**src/rtl/srt_pkg.sv**
```systemverilog
package srt_pkg;
  localparam int unsigned ADDR_W = 3;

  typedef enum logic [ADDR_W-1:0] {
    A_CNT_L  = 3'd0,
    A_CNT_H  = 3'd1,
    A_RLD_L  = 3'd2,
    A_RLD_H  = 3'd3,
    A_CTRL   = 3'd4,
    A_CKSEL  = 3'd5
  } reg_addr_e;

  localparam int unsigned C_FLAG_HI = 7;
  localparam int unsigned C_FLAG_LO = 6;
  localparam int unsigned C_LO_IE   = 5;
  localparam int unsigned C_SPLIT   = 3;
  localparam int unsigned C_RUN     = 2;
  localparam int unsigned C_XSEL    = 0;

  localparam int unsigned K_SEL_L   = 0;
  localparam int unsigned K_SEL_H   = 1;
  localparam int unsigned K_GIE     = 2;
endpackage

```
**src/rtl/srt_tick_gen.sv**
```systemverilog
module srt_tick_gen #(
  parameter int unsigned DIV_INT = 12,
  parameter int unsigned DIV_EXT = 8,
  parameter int unsigned SYNC_N  = 2
) (
  input  logic clk_i,
  input  logic rst_ni,
  input  logic ext_clk_i,
  output logic tick_int_o,
  output logic tick_ext_o
);
  localparam int unsigned IW = (DIV_INT > 1) ? $clog2(DIV_INT) : 1;
  localparam int unsigned EW = (DIV_EXT > 1) ? $clog2(DIV_EXT) : 1;

  logic [IW-1:0]     int_cnt_q;
  logic [EW-1:0]     ext_cnt_q;
  logic [SYNC_N-1:0] sync_q;
  logic              prev_q;
  logic              ext_rise;

  assign tick_int_o = (int_cnt_q == IW'(DIV_INT - 1));
  assign ext_rise   = sync_q[SYNC_N-1] & ~prev_q;
  assign tick_ext_o = ext_rise && (ext_cnt_q == EW'(DIV_EXT - 1));

  always_ff @(posedge clk_i or negedge rst_ni) begin
    if (!rst_ni) begin
      int_cnt_q <= '0;
      ext_cnt_q <= '0;
      sync_q    <= '0;
      prev_q    <= 1'b0;
    end else begin
      int_cnt_q <= tick_int_o ? '0 : int_cnt_q + 1'b1;
      sync_q    <= {sync_q[SYNC_N-2:0], ext_clk_i};
      prev_q    <= sync_q[SYNC_N-1];
      if (ext_rise) ext_cnt_q <= tick_ext_o ? '0 : ext_cnt_q + 1'b1;
    end
  end
endmodule

```
**src/rtl/srt_byte_cnt.sv**
```systemverilog
module srt_byte_cnt #(
  parameter int unsigned DW = 8
) (
  input  logic          clk_i,
  input  logic          rst_ni,
  input  logic          inc_i,
  input  logic          reload_i,
  input  logic [DW-1:0] rld_i,
  input  logic          wr_i,
  input  logic [DW-1:0] wr_data_i,
  output logic [DW-1:0] cnt_o,
  output logic          max_o
);
  assign max_o = &cnt_o;

  always_ff @(posedge clk_i or negedge rst_ni) begin
    if (!rst_ni)      cnt_o <= '0;
    else if (wr_i)    cnt_o <= wr_data_i;  // software wins over counting
    else if (inc_i) begin
      if (max_o)      cnt_o <= reload_i ? rld_i : '0;
      else            cnt_o <= cnt_o + 1'b1;
    end
  end
endmodule

```
**src/rtl/srt_timer.sv**
```systemverilog
module srt_timer
  import srt_pkg::*;
#(
  parameter int unsigned DW      = 8,
  parameter int unsigned DIV_INT = 12,
  parameter int unsigned DIV_EXT = 8
) (
  input  logic              clk_i,
  input  logic              rst_ni,
  input  logic              ext_clk_i,
  input  logic              wr_en_i,
  input  logic [ADDR_W-1:0] wr_addr_i,
  input  logic [DW-1:0]     wr_data_i,
  input  logic [ADDR_W-1:0] rd_addr_i,
  output logic [DW-1:0]     rd_data_o,
  output logic              flag_hi_o,
  output logic              flag_lo_o,
  output logic              irq_o
);
  localparam int unsigned NH = 2;

  logic split_q, run_q, lo_ie_q, xsel_q, gie_q;
  logic [NH-1:0] sel_q;
  logic [NH-1:0][DW-1:0] rld_q;
  logic [NH-1:0][DW-1:0] cnt;
  logic [NH-1:0] tick, inc, reload, wr_cnt, at_max;
  logic tick_int, tick_ext;
  logic set_hi, set_lo, wr_ctrl, wr_cksel;
  logic [7:0] ctrl_rd, cksel_rd;

  srt_tick_gen #(.DIV_INT(DIV_INT), .DIV_EXT(DIV_EXT), .SYNC_N(2)) u_tick (
    .clk_i      (clk_i),
    .rst_ni     (rst_ni),
    .ext_clk_i  (ext_clk_i),
    .tick_int_o (tick_int),
    .tick_ext_o (tick_ext)
  );

  // half 0 is the low byte (address 0), half 1 the high byte (address 1)
  for (genvar h = 0; h < NH; h++) begin : g_half
    assign tick[h]   = sel_q[h] ? 1'b1 : (xsel_q ? tick_ext : tick_int);
    assign wr_cnt[h] = wr_en_i && (wr_addr_i == ADDR_W'(h));
    srt_byte_cnt #(.DW(DW)) u_cnt (
      .clk_i     (clk_i),
      .rst_ni    (rst_ni),
      .inc_i     (inc[h]),
      .reload_i  (reload[h]),
      .rld_i     (rld_q[h]),
      .wr_i      (wr_cnt[h]),
      .wr_data_i (wr_data_i),
      .cnt_o     (cnt[h]),
      .max_o     (at_max[h])
    );
  end

  always_comb begin
    if (split_q) begin
      inc[0]    = tick[0];
      inc[1]    = run_q & tick[1];
      reload[0] = 1'b1;
    end else begin
      inc[0]    = run_q & tick[0];
      inc[1]    = run_q & tick[0] & at_max[0];
      reload[0] = at_max[1];  // low byte reloads only on full 16-bit wrap
    end
    reload[1] = 1'b1;
  end

  assign set_lo   = inc[0] & at_max[0];
  assign set_hi   = inc[1] & at_max[1];
  assign wr_ctrl  = wr_en_i && (wr_addr_i == A_CTRL);
  assign wr_cksel = wr_en_i && (wr_addr_i == A_CKSEL);

  always_ff @(posedge clk_i or negedge rst_ni) begin
    if (!rst_ni) begin
      rld_q     <= '0;
      split_q   <= 1'b0;
      run_q     <= 1'b0;
      lo_ie_q   <= 1'b0;
      xsel_q    <= 1'b0;
      gie_q     <= 1'b0;
      sel_q     <= '0;
      flag_hi_o <= 1'b0;
      flag_lo_o <= 1'b0;
    end else begin
      if (wr_en_i && wr_addr_i == A_RLD_L) rld_q[0] <= wr_data_i;
      if (wr_en_i && wr_addr_i == A_RLD_H) rld_q[1] <= wr_data_i;
      if (wr_ctrl) begin
        split_q <= wr_data_i[C_SPLIT];
        run_q   <= wr_data_i[C_RUN];
        lo_ie_q <= wr_data_i[C_LO_IE];
        xsel_q  <= wr_data_i[C_XSEL];
      end
      if (wr_cksel) begin
        sel_q[0] <= wr_data_i[K_SEL_L];
        sel_q[1] <= wr_data_i[K_SEL_H];
        gie_q    <= wr_data_i[K_GIE];
      end
      // hardware set beats a clearing write
      flag_hi_o <= (wr_ctrl ? wr_data_i[C_FLAG_HI] : flag_hi_o) | set_hi;
      flag_lo_o <= (wr_ctrl ? wr_data_i[C_FLAG_LO] : flag_lo_o) | set_lo;
    end
  end

  assign irq_o = gie_q & (flag_hi_o | (flag_lo_o & lo_ie_q));

  always_comb begin
    ctrl_rd = '0;
    ctrl_rd[C_FLAG_HI] = flag_hi_o;
    ctrl_rd[C_FLAG_LO] = flag_lo_o;
    ctrl_rd[C_LO_IE]   = lo_ie_q;
    ctrl_rd[C_SPLIT]   = split_q;
    ctrl_rd[C_RUN]     = run_q;
    ctrl_rd[C_XSEL]    = xsel_q;
    cksel_rd = '0;
    cksel_rd[K_SEL_L]  = sel_q[0];
    cksel_rd[K_SEL_H]  = sel_q[1];
    cksel_rd[K_GIE]    = gie_q;
    case (rd_addr_i)
      A_CNT_L: rd_data_o = cnt[0];
      A_CNT_H: rd_data_o = cnt[1];
      A_RLD_L: rd_data_o = rld_q[0];
      A_RLD_H: rd_data_o = rld_q[1];
      A_CTRL:  rd_data_o = DW'(ctrl_rd);
      A_CKSEL: rd_data_o = DW'(cksel_rd);
      default: rd_data_o = '0;
    endcase
  end
endmodule

```
**config.mk**
```make
export PLATFORM = sky130hd
export DESIGN_NAME = srt_timer
export DESIGN_NICKNAME = d
export VERILOG_FILES = /design/src/rtl/srt_pkg.sv /design/src/rtl/srt_tick_gen.sv /design/src/rtl/srt_byte_cnt.sv /design/src/rtl/srt_timer.sv
export SDC_FILE = /design/constraint.sdc
export NUM_CORES = 1
export LEC_CHECK = 0
export ABC_AREA = 1
export BUFFER_PORTS_ARGS = -buffer_cell sky130_fd_sc_hd__buf_2
export CAP_MARGIN = 20
export CORE_MARGIN = 1
export CORE_UTILIZATION = 45
export DETAILED_ROUTE_END_ITERATION = 16
export HOLD_SLACK_MARGIN = 0.15
export MAX_ROUTING_LAYER = met4
export SLEW_MARGIN = 20
export SYNTH_ARGS = -nofsm -noshare
export SYNTH_HDL_FRONTEND = slang
export SYNTH_SLANG_ARGS = --single-unit
```
**constraint.sdc**
```tcl
create_clock -name clk_i -period 2.1 [get_ports clk_i]
set_input_delay 0.21 -clock clk_i [delete_from_list [all_inputs] [get_ports clk_i]]
set_output_delay 0.21 -clock clk_i [all_outputs]
set_load 0.05 [all_outputs]
```
======== Yosys cells after proc, flatten, opt, wreduce, memory -nomap -nowiden ========
Index checks and enable logic that the tools add are counted.
operators by class
  bitwise logic cells ..................... 12
  multiplexer cells ....................... 17
  reductions and logical operators ........ 13
  add/subtract/negate cells ............... 4
  equal/unequal tests ..................... 12
operators with widths
  operator             count
  $mux 8               7
  $pmux 8 s6           1
  $add 8x1->8 const B  2
  $reduce_and 8->1     2
  $eq 3x3->1 const B   5
  $eq 3x2->1 const B   4
  $and 1x1->1          8
  $logic_and 1x1->1    7
  $eq 3x1->1 const B   2
  $logic_not 3->1      2
  $mux 1               6
  $add 4x1->4 const B  1
  $eq 4x4->1 const B   1
  $mux 4               1
  $reduce_bool 2->1    2
  $add 3x1->3 const B  1
  $mux 3               1
  $or 1x1->1           3
  $mux 2               1
  $not 1->1            1
word-level totals
  register bits ........................... 51
  bits of input ports ..................... 18
  output and inout bits ................... 11
  logic and storage cells ................. 74

======== Logic depth before layout (Yosys ltp) ========
  word-level depth ........................ 10
  depth in mapped cells ................... 11
  depth with buffers taken out ............ 11

======== Hierarchy ========
Synthesis repeated with hierarchy kept, for this count alone.
unflattened totals
  cell total of the unflattened synthesis .. 444
  area, all modules ....................... 3230.6 µm²
by module, submodules not included
  module        instances  seq. area each (µm²)  area each (µm²)  cells each
  srt_timer     1          625.6                 1500.2           208
  srt_byte_cnt  2          200.2                 656.9            96
  srt_tick_gen  1          250.2                 416.6            44

======== Worst setup path before layout ========
Ideal clock, no wire load.
  kind .................................... reg2out
  from .................................... register flag_hi_o
  to ...................................... output port rd_data_o[7]
  path slack .............................. 342 ps
  data required time ...................... 1890 ps
  cell stages (with the launch flop) ...... 3
  buffers on the path ..................... 0
  arrival ................................. 1548 ps
  cells stage by stage .................... dfrtp_1 -> inv_1 -> o211ai_1
between the ends
  longest elaborated chain between the ends .. 1
ends and longest elaborated chain
  element                   line              text
  start: declaration        srt_timer.sv:16   output logic flag_hi_o,
  start signal: assignment  srt_timer.sv:100  flag_hi_o <= (wr_ctrl ? wr_data_i[C_FLAG_HI] : flag_hi_o) | set_hi;
  $pmux 8 s6                srt_timer.sv:119  case (rd_addr_i)
  end: declaration          srt_timer.sv:15   output logic [DW-1:0] rd_data_o,
No other way between the ends.

======== Final worst setup path ========
  from .................................... register u_tick.ext_cnt_q[0]
  to ...................................... register g_half[0].u_cnt.cnt_o[1]
between the ends
  longest elaborated chain between the ends .. 7
ends and longest elaborated chain
  element                                 line                text
  start: declaration                      srt_tick_gen.sv:16  logic [EW-1:0] ext_cnt_q;
  start signal: assignment                srt_tick_gen.sv:35  if (ext_rise) ext_cnt_q <= tick_ext_o ? '0 : ext_cnt_q + 1'b1;
  $eq 3x3->1 (*)                          srt_tick_gen.sv:23  assign tick_ext_o = ext_rise && (ext_cnt_q == EW'(DIV_EXT - 1));
  $logic_and 1x1->1 (*)                   srt_tick_gen.sv:23
  $mux 1 (*) (2 in a row)                 srt_timer.sv:41     assign tick[h] = sel_q[h] ? 1'b1 : (xsel_q ? tick_ext : tick_int);
  $and 1x1->1                             srt_timer.sv:62     inc[0] = run_q & tick[0];
  $mux 2 (*)                              srt_timer.sv:57     if (split_q) begin
  $reduce_bool 2->1 (no source line) (*)  n/a
  end signal: assignment                  srt_byte_cnt.sv:18  else if (wr_i) cnt_o <= wr_data_i;
  end signal: assignment                  srt_byte_cnt.sv:20  if (max_o) cnt_o <= reload_i ? rld_i : '0;
  end signal: assignment                  srt_byte_cnt.sv:21  else cnt_o <= cnt_o + 1'b1;
  end: declaration                        srt_byte_cnt.sv:11  output logic [DW-1:0] cnt_o,
Every way passes the cells marked *; elsewhere a longest branch is shown, timed or not.
A chain may end at the register's enable or synchronous reset.

==> reports/qor.csv <==
metric,value,unit
status,"finished, final reports clean",
Via density,5.37,
Placed Area,3240,um2
Reg area,1280,um2
final hold violations,0,
Ant. Diodes,0,
Slew Limit Headroom,55.6,%
first-pass GRT wire length,13.3,mm
max incr delay on CP,0.40,ns
post-CTS sizing,0,
Post-Route Setup TNS,0,ns
Worst path top cell family by delay,simple AND/OR/NAND/NOR gates,
area of the core,6390,um2
Total Wirelength,8.05,mm
clock sinks,51,
Clock Path Buffers,2,
Min-Delay Path Class,in -> reg,
crit path DAT,2.09,ns
Achievable Freq,0.547,GHz
Die Height,83.6,um
WS Path Type,reg -> reg,
Unique masters post-synth,33,
required time of the worst setup path,2.36,ns
Seq cells post-synth,51,
Multi-input gate area,1480,um2
most numerous cell in the Yosys netlist,nand2_1,
drt wl/cell,15.5,um
Crit Path Max Fanout,6,
area share of the largest cell type after synthesis,42.6,%
Iteration-0 DRC Markers,198,
Mapped Avg Cell Area,7.36,um2
Syn-to-layout area delta,12.9,%
Detailed Place HPWL,6.13,mm
critical path's slowest cell,dfrtp_1,
clk_lat worst skew,0.32,ns
I/O pin count,29,
Final setup viols,0,
maxcap violations,0,
vias in the first global route,2712,
largest net degree at the start of global routing,30,
Post-CTS Setup Repair Bufs,0,
Num CTS Buffers,5,
full die area,6990,um2
Post-DRT Antenna Nets,0,
clock root cell,clkbuf_8,
clock-pin slew on the worst setup and hold paths,0.11,ns
initial antenna violation count,0,
DRC violations left,0,
Pre-antenna DRT Iters,7,
leakage power,0.00178,uW
part of the cycle the worst path needs,87.1,%
final standard cell area without fillers,3380,um2
Net Switching,1430,uW
Final min period,1.83,ns
Comb power frac,33.8,%
sequential fraction of the synthesis area,42.6,%
Synth Warn #,0,
Startpoint Class,flop,
"critical path, cell by cell",ha_1 -> ha_1 -> nand4_1 -> nand3_2 -> o21ai_1 -> nand2_2 -> inv_2 -> nand2_1 -> nand2_1,
grt ovf,0,
Final Max Tran Viols,0,
Clk network pwr share,21.2,%
P_int,2030,uW
fill cell count,662,
Mapped Area,3000,um2
FP Rows,29,
Setup crit end kind,flop,
number of synthesized flops with an enable pin,0,
pwr dens,1020,nW/um2
most instantiated cells after synthesis,"nand2_1, dfrtp_1, inv_1",
Final #Nets,464,
TritonCTS clock tree,built,
via count,2785,
Main synth FF type,dfrtp_1,
Initial Util,46.9,%
Gate Count Post-Synth,407,
Flop pwr share,45.0,%
All-Layer GR Usage,25.0,%
Synth area leaders,"dfrtp_1, nand2_1, nand3_1, o21ai_0, inv_1",
port bufs,28,
clock skew,0.00914,ns
GP Congestion,0.900,
Die Wd,83.6,um
H-tree depth,2,
layout cells sized above 1,12.9,%
share of flip-flops with an asynchronous set or reset,100,%
syn_nets,430,
Buf/Inv on CP,1,
slew at the pin closest to its max-slew limit,0.665,ns
RSZ-0062 raised after global routing,no,
VDD IR-drop max,0.000532,V
"area leader, netlist",dfrtp_1,
sw frac,41.4,%
stage by stage:
step	instances	setup slack, ns	util (%)	power (uW)	hold slack [ns]
after detailed placement	508	0.294	50.7	2730	0.229
after global placement	508	0.381	50.7	2710	0.226
after CTS	519	0.266	53.0	3470	0.177
final	519	0.270	53.0	3460	0.178
after global routing	519	0.0973	53.0	3690	0.202
after floorplan	407	0.342	-	2380	-0.0856
worst paths after layout:
kind                       cells past startpoint                                    to                       startpoint  slack (ns)
max                                            9  g_half[0].u_cnt.cnt_o[1]$_DFFE_PN0P_  u_tick.ext_cnt_q[0]$_DFFE_PN0P_        0.27
min reg2reg                                    0            u_tick.sync_q[1]$_DFF_PN0_       u_tick.sync_q[0]$_DFF_PN0_        0.37
min                                            3  g_half[0].u_cnt.cnt_o[5]$_DFFE_PN0P_                     wr_data_i[5]        0.18
min in group asynchronous                      2  g_half[0].u_cnt.cnt_o[4]$_DFFE_PN0P_                           rst_ni        0.40
max in group asynchronous                      3                  rld_q[5]$_DFFE_PN0P_                           rst_ni        1.15
max reg2reg                                    9  g_half[0].u_cnt.cnt_o[1]$_DFFE_PN0P_  u_tick.ext_cnt_q[0]$_DFFE_PN0P_        0.27
routing by layer:
metal	part of all wire (%)	GRT usage (%)	vias up
li1	-	-	1395
met1	50	35.9	1301
met2	44	37.3	78
met3	4.9	3.17	11
met4	1.6	6.93	0
met5	0	-	-
power groups by stage:
| stage | sequential, uW | clock (uW) | combinational (uW) |
|---|---|---|---|
| after floorplan | 1490 | 0 | 893 |
| after global placement | 1570 | 0 | 1130 |
| after detailed placement | 1570 | 0 | 1160 |
| after CTS | 1560 | 746 | 1170 |
| after global routing | 1600 | 781 | 1320 |
| final | 1560 | 735 | 1170 |
registers in the layout, summed over array words and instances, names as in the netlist:
name and flops:
run_q 1, u_tick.sync_q 2, u_tick.prev_q 1, sel_q 2
split_q 1, flag_lo_o 1, rld_q 16, u_tick.ext_cnt_q 3
xsel_q 1, gie_q 1, g_half.u_cnt.cnt_o 16, flag_hi_o 1
lo_ie_q 1, u_tick.int_cnt_q 4
final cells by class:
class | instances | share of cell area [%]
Multi-Input combinational cell | 296 | 43.9
Clock buffer | 5 | 2.03
Sequential cell | 51 | 37.7
Timing Repair Buffer | 34 | 6.07
Clock inverter | 3 | 1.41
Inverter | 53 | 6.03
Tap cell | 77 | 2.85
placed cells by master, fill, tap and decap left out, drive strengths merged:
cell / Yosys / layout
a21oi: 14 / 14
a22oi: 3 / 3
and2: 1 / 1
buf: 3 / 31
bufinv: 0 / 1
clkbuf: 4 / 5
clkinv: 0 / 1
dfrtp: 51 / 51
dlygate4sd3: 0 / 3
ha: 5 / 5
inv: 53 / 54
mux2: 2 / 2
nand2: 140 / 140
nand3: 49 / 49
nand4: 3 / 3
nor2: 21 / 21
nor3: 1 / 1
o2111ai: 3 / 3
o211ai: 3 / 3
o21ai: 40 / 40
o21bai: 1 / 1
o221ai: 1 / 1
o22ai: 4 / 4
xnor2: 1 / 1
xor2: 4 / 4
kinds of logic after synthesis:
group	after synthesis	synth area share (%)
adder cells (fa/ha/maj)	5	2.09
AND/OR/NAND/NOR	215	32.4
XOR/XNOR	5	1.46
flip-flops	51	42.6
multiplexers	2	0.752
buffers and inverters	60	7.89
AO/OA/AOI/OAI	69	12.8
worst reg2reg max path, delay by kind of cell (launching register included):
kind | cells | cell delay, ns
simple gates | 5 | 0.56
fa+ha+maj | 2 | 0.39
compound gates | 1 | 0.30
buf+inv | 1 | 0.13
flops | 1 | 0.40
what timing repair did:
| action | in CTS | in global routing |
|---|---|---|
| hold buffers | 3 | 0 |
| endpoints found under the setup margin | 0 | 0 |
| endpoints found under the hold margin | 24 | 0 |
No activity file was read; power rests on OpenSTA's default activity.
